===== src/rtl/mir_rx_pkg.sv =====
package mir_rx_pkg;
  localparam int BYTE_W      = 8;
  localparam int CRC_W       = 16;
  localparam int FCS_BYTES   = CRC_W / BYTE_W;
  localparam int HOLD_BYTES  = FCS_BYTES + 1;
  localparam logic [CRC_W-1:0] CRC_POLY    = 16'h8408;
  localparam logic [CRC_W-1:0] CRC_SEED    = 16'hFFFF;
  localparam logic [CRC_W-1:0] CRC_RESIDUE = 16'hF0B8;

  function automatic logic [CRC_W-1:0] crc_byte(logic [CRC_W-1:0] c, logic [BYTE_W-1:0] d);
    logic [CRC_W-1:0] r;
    r = c;
    for (int i = 0; i < BYTE_W; i++)
      r = (r[0] ^ d[i]) ? ((r >> 1) ^ CRC_POLY) : (r >> 1);
    return r;
  endfunction
endpackage


===== src/rtl/mir_demod.sv =====
module mir_demod #(
  parameter int OSR = 4
) (
  input  logic clk_i,
  input  logic rst_ni,
  input  logic smp_en_i,
  input  logic rx_i,
  output logic bit_stb_o,
  output logic bit_o
);
  localparam int PH_W = (OSR > 2) ? $clog2(OSR) : 1;
  localparam logic [PH_W-1:0] PH_LAST = PH_W'(OSR - 1);
  localparam logic [PH_W-1:0] PH_HALF = PH_W'(OSR / 2);

  logic [PH_W-1:0] phase_q;
  logic            seen_q;
  logic            prev_q;
  logic            rise;

  assign rise = rx_i & ~prev_q;

  always_ff @(posedge clk_i or negedge rst_ni) begin
    if (!rst_ni) begin
      phase_q   <= '0;
      seen_q    <= 1'b0;
      prev_q    <= 1'b0;
      bit_stb_o <= 1'b0;
      bit_o     <= 1'b1;
    end else begin
      bit_stb_o <= 1'b0;
      if (smp_en_i) begin
        prev_q <= rx_i;
        if (rise && phase_q >= PH_HALF) begin
          // early edge: close current period, edge starts the next one
          bit_stb_o <= 1'b1;
          bit_o     <= ~seen_q;
          seen_q    <= 1'b1;
          phase_q   <= PH_W'(1);
        end else if (rise) begin
          // late or on-time edge: realign within current period
          seen_q  <= 1'b1;
          phase_q <= PH_W'(1);
        end else if (phase_q == PH_LAST) begin
          bit_stb_o <= 1'b1;
          bit_o     <= ~(seen_q | rx_i);
          seen_q    <= 1'b0;
          phase_q   <= '0;
        end else begin
          seen_q  <= seen_q | rx_i;
          phase_q <= phase_q + PH_W'(1);
        end
      end
    end
  end
endmodule


===== src/rtl/mir_deframe.sv =====
module mir_deframe
  import mir_rx_pkg::*;
(
  input  logic              clk_i,
  input  logic              rst_ni,
  input  logic              bit_stb_i,
  input  logic              bit_i,
  output logic              byte_stb_o,
  output logic [BYTE_W-1:0] byte_o,
  output logic              close_o,
  output logic              len_ok_o,
  output logic              abort_o
);
  localparam int CNT_W = $clog2(BYTE_W);

  logic [2:0]        ones_q;
  logic              in_frame_q;
  logic [BYTE_W-1:0] sh_q;
  logic [CNT_W-1:0]  bcnt_q;
  logic [BYTE_W-1:0] sh_nxt;
  logic              push, flag, abrt;

  assign sh_nxt = {bit_i, sh_q[BYTE_W-1:1]};
  assign flag   = bit_stb_i & ~bit_i & (ones_q == 3'd6);
  assign abrt   = bit_stb_i &  bit_i & (ones_q == 3'd6) & in_frame_q;
  assign push   = bit_stb_i & in_frame_q &
                  (bit_i ? (ones_q < 3'd6) : (ones_q != 3'd6 && ones_q != 3'd5));

  always_ff @(posedge clk_i or negedge rst_ni) begin
    if (!rst_ni) begin
      ones_q     <= 3'd7;
      in_frame_q <= 1'b0;
      sh_q       <= '0;
      bcnt_q     <= '0;
      byte_stb_o <= 1'b0;
      byte_o     <= '0;
      close_o    <= 1'b0;
      len_ok_o   <= 1'b0;
      abort_o    <= 1'b0;
    end else begin
      byte_stb_o <= 1'b0;
      close_o    <= 1'b0;
      abort_o    <= 1'b0;
      if (bit_stb_i) begin
        if (!bit_i)                ones_q <= 3'd0;
        else if (ones_q != 3'd7)   ones_q <= ones_q + 3'd1;
      end
      if (push) begin
        sh_q   <= sh_nxt;
        bcnt_q <= bcnt_q + CNT_W'(1);
        if (bcnt_q == CNT_W'(BYTE_W - 1)) begin
          byte_stb_o <= 1'b1;
          byte_o     <= sh_nxt;
        end
      end
      if (flag) begin
        // seven flag bits (0 + six 1s) were shifted in already
        close_o    <= 1'b1;
        len_ok_o   <= (bcnt_q == CNT_W'(BYTE_W - 1));
        in_frame_q <= 1'b1;
        bcnt_q     <= '0;
      end
      if (abrt) begin
        abort_o    <= 1'b1;
        in_frame_q <= 1'b0;
      end
    end
  end
endmodule


===== src/rtl/mir_fcs.sv =====
module mir_fcs
  import mir_rx_pkg::*;
(
  input  logic              clk_i,
  input  logic              rst_ni,
  input  logic              byte_stb_i,
  input  logic [BYTE_W-1:0] byte_i,
  input  logic              close_i,
  input  logic              len_ok_i,
  input  logic              abort_i,
  output logic [BYTE_W-1:0] data_o,
  output logic              valid_o,
  output logic              eof_o,
  output logic              err_o
);
  localparam int HC_W = $clog2(HOLD_BYTES + 1);
  localparam logic [HC_W-1:0] HC_FULL = HC_W'(HOLD_BYTES);

  logic [BYTE_W-1:0] hold_q [HOLD_BYTES];
  logic [HC_W-1:0]   cnt_q;
  logic [CRC_W-1:0]  crc_q;

  always_ff @(posedge clk_i or negedge rst_ni) begin
    if (!rst_ni) begin
      for (int i = 0; i < HOLD_BYTES; i++) hold_q[i] <= '0;
      cnt_q   <= '0;
      crc_q   <= CRC_SEED;
      data_o  <= '0;
      valid_o <= 1'b0;
      eof_o   <= 1'b0;
      err_o   <= 1'b0;
    end else begin
      valid_o <= 1'b0;
      eof_o   <= 1'b0;
      err_o   <= 1'b0;
      if (abort_i) begin
        cnt_q <= '0;
        crc_q <= CRC_SEED;
      end else if (close_i) begin
        if (cnt_q == HC_FULL) begin
          valid_o <= 1'b1;
          data_o  <= hold_q[0];
          eof_o   <= 1'b1;
          err_o   <= !len_ok_i || (crc_q != CRC_RESIDUE);
        end
        cnt_q <= '0;
        crc_q <= CRC_SEED;
      end else if (byte_stb_i) begin
        crc_q <= crc_byte(crc_q, byte_i);
        if (cnt_q == HC_FULL) begin
          valid_o <= 1'b1;
          data_o  <= hold_q[0];
          for (int i = 0; i < HOLD_BYTES - 1; i++) hold_q[i] <= hold_q[i+1];
          hold_q[HOLD_BYTES-1] <= byte_i;
        end else begin
          for (int i = 0; i < HOLD_BYTES; i++)
            if (cnt_q == HC_W'(i)) hold_q[i] <= byte_i;
          cnt_q <= cnt_q + HC_W'(1);
        end
      end
    end
  end
endmodule


===== src/rtl/mir_rx.sv =====
module mir_rx
  import mir_rx_pkg::*;
#(
  parameter int OSR = 4
) (
  input  logic              clk_i,
  input  logic              rst_ni,
  input  logic              smp_en_i,
  input  logic              ir_rx_i,
  output logic [BYTE_W-1:0] data_o,
  output logic              valid_o,
  output logic              eof_o,
  output logic              err_o
);
  logic              bit_stb, bit_val;
  logic              byte_stb, close_stb, len_ok, abort_stb;
  logic [BYTE_W-1:0] byte_val;

  mir_demod #(.OSR(OSR)) u_demod (
    .clk_i     (clk_i),
    .rst_ni    (rst_ni),
    .smp_en_i  (smp_en_i),
    .rx_i      (ir_rx_i),
    .bit_stb_o (bit_stb),
    .bit_o     (bit_val)
  );

  mir_deframe u_deframe (
    .clk_i      (clk_i),
    .rst_ni     (rst_ni),
    .bit_stb_i  (bit_stb),
    .bit_i      (bit_val),
    .byte_stb_o (byte_stb),
    .byte_o     (byte_val),
    .close_o    (close_stb),
    .len_ok_o   (len_ok),
    .abort_o    (abort_stb)
  );

  mir_fcs u_fcs (
    .clk_i      (clk_i),
    .rst_ni     (rst_ni),
    .byte_stb_i (byte_stb),
    .byte_i     (byte_val),
    .close_i    (close_stb),
    .len_ok_i   (len_ok),
    .abort_i    (abort_stb),
    .data_o     (data_o),
    .valid_o    (valid_o),
    .eof_o      (eof_o),
    .err_o      (err_o)
  );
endmodule


===== config.mk =====
export PLATFORM = sky130hd
export DESIGN_NAME = mir_rx
export DESIGN_NICKNAME = d
export VERILOG_FILES = /design/src/rtl/mir_rx_pkg.sv /design/src/rtl/mir_demod.sv /design/src/rtl/mir_deframe.sv /design/src/rtl/mir_fcs.sv /design/src/rtl/mir_rx.sv
export SDC_FILE = /design/constraint.sdc
export NUM_CORES = 1
export LEC_CHECK = 0
export ABC_AREA = 1
export BUFFER_PORTS_ARGS = -buffer_cell sky130_fd_sc_hd__buf_2
export CAP_MARGIN = 20
export CORE_MARGIN = 8
export CORE_UTILIZATION = 45
export DETAILED_ROUTE_END_ITERATION = 16
export GPL_TIMING_DRIVEN = 0
export PLACE_DENSITY = 0.69
export SKIP_CTS_REPAIR_TIMING = 1
export SLEW_MARGIN = 20
export SYNTH_ARGS = -nofsm -noshare
export SYNTH_HDL_FRONTEND = slang
export SYNTH_HIERARCHICAL = 1
export SYNTH_SLANG_ARGS = --single-unit

===== constraint.sdc =====
create_clock -name clk_i -period 3.15 [get_ports clk_i]
set_clock_uncertainty 0.15 [all_clocks]
set_input_delay 0.1575 -clock clk_i [delete_from_list [all_inputs] [get_ports clk_i]]
set_output_delay 0.1575 -clock clk_i [all_outputs]
set_load 0.1 [all_outputs]

==> results.txt <==
- Entering global routing, the biggest net connects 48 pins.
* Critical Path Source Type: flip-flop
* Count of antenna-violating nets left after detailed routing: 0
* Largest area contributor in the synthesized netlist: dfrtp_1
* Total number of vias: 3,248
- Maximum root-to-sink buffer count: 2
- Die outline area: 0.0128 sq mm
- The initial antenna violation count is 0.
- The share of synthesized area in the top cell type comes to 0.383.
- Total inserted antenna cells: 0
- Critical path class: flip-flop to flip-flop
- Ratio of cells with drive above 1 in the final layout: 0.189
* Leading register cell type out of synthesis: dfrtp_1
- Placed Cells incl. Taps: 619
* Flops & latches, synth: 85
- Register clock-pin slew on the reported worst setup and hold paths: 110 ps
- Clock tree synthesis found a total of 85 sinks.
* Inserted Clock Buffers: 9
- During synthesis, Yosys emitted a total of 6 warnings.
- Summed over all layers, the routed wires come to 8.33 mm.
- From bottom edge to top edge, the die measures 113 um.
- After global routing the overflow that remains totals 0.
* Count of final max-slew check failures: 0
- Total DRC errors in the routed layout: 0
- The core region is 0.00920 sq mm.
- The first routing iteration left 185 violations.
- Relative area change from synthesis to final layout: 10.9%
* EDFF count, synth: 0
* TritonCTS clock tree: built
- The library cell used most frequently in the layout, excluding fill and tap cells, is nand2_1.
- In the global route stage, overall resource usage came out at 0.139.
- At the pin with the least slew margin, the transition time is 593 ps.
* LEAKAGE: 2.38 nW
- Hold Worst Slack: 177 ps
* Instance count of the mapped netlist: 494
- Via density per instance: 5.08
- For this run, the register share of the synthesized area comes to 0.507.
- The tool flagged a number of max-cap violations equal to 0.
* Number of top-level design ports: 15
* Count of final hold-check violations: 0
* Int Pwr: 0.00150 W
- Measured against its own limit, the worst slew margin works out to 0.605.
- The average instance in the mapped netlist occupies 8.60 sq um.
- For the worst setup path, the data required time is 3250 ps.
- Number of standard cells in the final layout excluding fillers: 639
* Buffers added on ports: 13
* Number of nets in the synthesized netlist: 508
- Final Cycle Share: 0.563
- The clock reaches the later pin of the worst-skew pair after 370 ps.
- Registers take 0.00215 sq mm.
- Die Width: 113 um
- The largest single stage delay on the critical path is 430 ps.
- On the critical path, the stage with the largest delay is an instance of dfrtp_1.
* Final #Nets: 537
* Average wire per standard cell: 13.0 um
- Setup repair after global routing missed its margin: false
- Standard-cell rows: 35
- Before antenna repair, the detailed router went through 5 iterations.
* Clock group share of total power: 0.362
* Path class of the lowest-slack min-delay path: input pin to asynchronous set/reset pin
- Traced cell by cell, the critical path runs through ha_1 -> buf_4 -> inv_2 -> clkbuf_2 -> o21ai_0 -> nand2_1 -> o21ai_0.
* Main area contributors after synthesis: dfrtp_1 (38%), dfstp_2 (12%), nand2_1 (12%), o21ai_0 (5.5%), inv_1 (5.1%)
- Cell at the root of the clock tree: clkbuf_8
- The run finished with clean final reports.
- For this configuration, the core starts out at a cell density of 0.462.
- Ys async rst share: 1.00
* Combinational power share: 0.091
* Setup total negative slack: 0 ps
* P per Cell Area: 445 mW/mm^2
- Number of cells on the worst reg-to-reg path: 7
- CP Data Arrival Time: 1880 ps
- Leaving out fill and tap cells, the most frequent cells in the layout are nand2_1 (139), dfrtp_1 (65), inv_1 (58).
- Biggest fanout along the worst timing path: 10
- Switching power total: 0.000591 W
* Sw Share: 0.282
- Achievable frequency: 564 MHz
- Vias in the first global route: 3,251
- CP endpoint kind: flip-flop
- Routability-driven placement finished with a final weighted congestion of 0.822.
- The first global-routing pass estimated 14.6 mm of wire.
- Total of fill cells in the finished design: 830
- The worst path in the final design needs a cycle of 1770 ps, including I/O delays and setup.
* Peak ir drop on the vdd network: 0.000236 V
- Multi-input gate area: 0.00173 sq mm
- Netlist cell types: 38
- The share of total power dissipated in sequential elements is 0.547.
- Setup violations remaining at the end of the flow were counted as 0.
- Syn Std Cell Area: 0.00425 sq mm
- The most numerous cell type found on the critical path is o21ai_0.
- Hpwl dp: 6.03 mm
- The clock tree synthesis step divided the H-tree into 3 levels.
-- registers in the layout (all words and copies together), names as in the netlist, 2 cells and up --
| name | count |
|---|---|
| u_deframe/bcnt_q | 3 |
| u_deframe/byte_o | 8 |
| u_deframe/ones_q | 3 |
| u_deframe/sh_q | 7 |
| u_demod/phase_q | 2 |
| u_fcs/cnt_q | 2 |
| u_fcs/crc_q | 16 |
| u_fcs/data_o | 8 |
| u_fcs/hold_q | 24 |
-- metal layers --
metal  vias up  routed length, um  GRT usage  part of all wire
li1       1634                  -          -                 -
met4         0                163     0.0613             0.020
met3        15                289     0.0314             0.035
met1      1550               3830      0.170              0.46
met2        49               4050      0.230              0.49
met5         -                  0          0                 0
-- logic make-up after synthesis --
kind of cell | count (synthesis) | share of synthesized area
AO/OA/AOI/OAI | 72 | 0.0940
XOR/XNOR | 9 | 0.0221
adder cells (fa/ha/maj) | 10 | 0.0295
buffers and inverters | 78 | 0.0851
flip-flops | 85 | 0.507
multiplexers | 2 | 0.00707
AND/OR/NAND/NOR | 238 | 0.255
-- worst max-delay path: cells and delay by family, from the launching register on --
| kind | cells | cell delay (ps) |
|---|---|---|
| AOI/OAI and AO/OA | 2 | 220 |
| and+or+nand+nor | 1 | 100 |
| buffers and inverters | 3 | 570 |
| DFF | 1 | 430 |
| adders and majority gates | 1 | 190 |
-- worst paths after layout --
path / from / end / slack (ps)
max: u_fcs/cnt_q[1] / u_fcs/hold_q[13] / 1380
min: rst_ni / u_fcs/data_o[6] / 180
max reg2reg: u_fcs/cnt_q[1] / u_fcs/hold_q[13] / 1380
min reg2reg: u_deframe/sh_q[1] / u_deframe/sh_q[1] / 340
max in group asynchronous: rst_ni / u_fcs/crc_q[4] / 1960
min in group clk_i: u_deframe/sh_q[1] / u_deframe/sh_q[1] / 340
-- cells in the mapped netlist, drive strengths merged (2+ instances only) --
cell type and number:
nand2 147, dfstp 20, mux2 2, dfrtp 65, a21oi 12, ha 10
nor3 2, or2 2, nand3 37, xor2 5, buf 13, o22ai 4
nor2 38, inv 63, o21ai 54, xnor2 4, nand4 10
-- layout make-up --
cell class / instances / share of cell area
multi-input combinational: 331 / 0.368
tap: 111 / 0.0295
sequential: 85 / 0.457
timing repair buffer: 18 / 0.0271
buffer: 14 / 0.0242
clock inverter: 7 / 0.0151
clock buffer: 9 / 0.0263
inverter: 64 / 0.0526
-- power groups by stage --
stage	Clock (W)	Combinational, W	Sequential (W)
detailed placement	0	0.000183	0.00117
global placement	0	0.000173	0.00117
CTS	0.000785	0.000183	0.00115
global route	0.000822	0.000214	0.00115
finish	0.000759	0.000190	0.00115
floorplan	0	0.000134	0.00116
-- metrics by stage --
step | setup slack, ps | power [W] | instance area [sq um] | utilization
5_1_grt | 1250 | 0.00219 | 4710 | 0.512
3_5_place_dp | 1390 | 0.00135 | 4470 | 0.486
2_1_floorplan | 1580 | 0.00130 | 4250 | -
3_3_place_gp | 1080 | 0.00134 | 4450 | 0.484
4_1_cts | 1360 | 0.00212 | 4670 | 0.508
6_report | 1380 | 0.00210 | 4710 | 0.512
No activity file was read; power rests on OpenSTA's default activity.
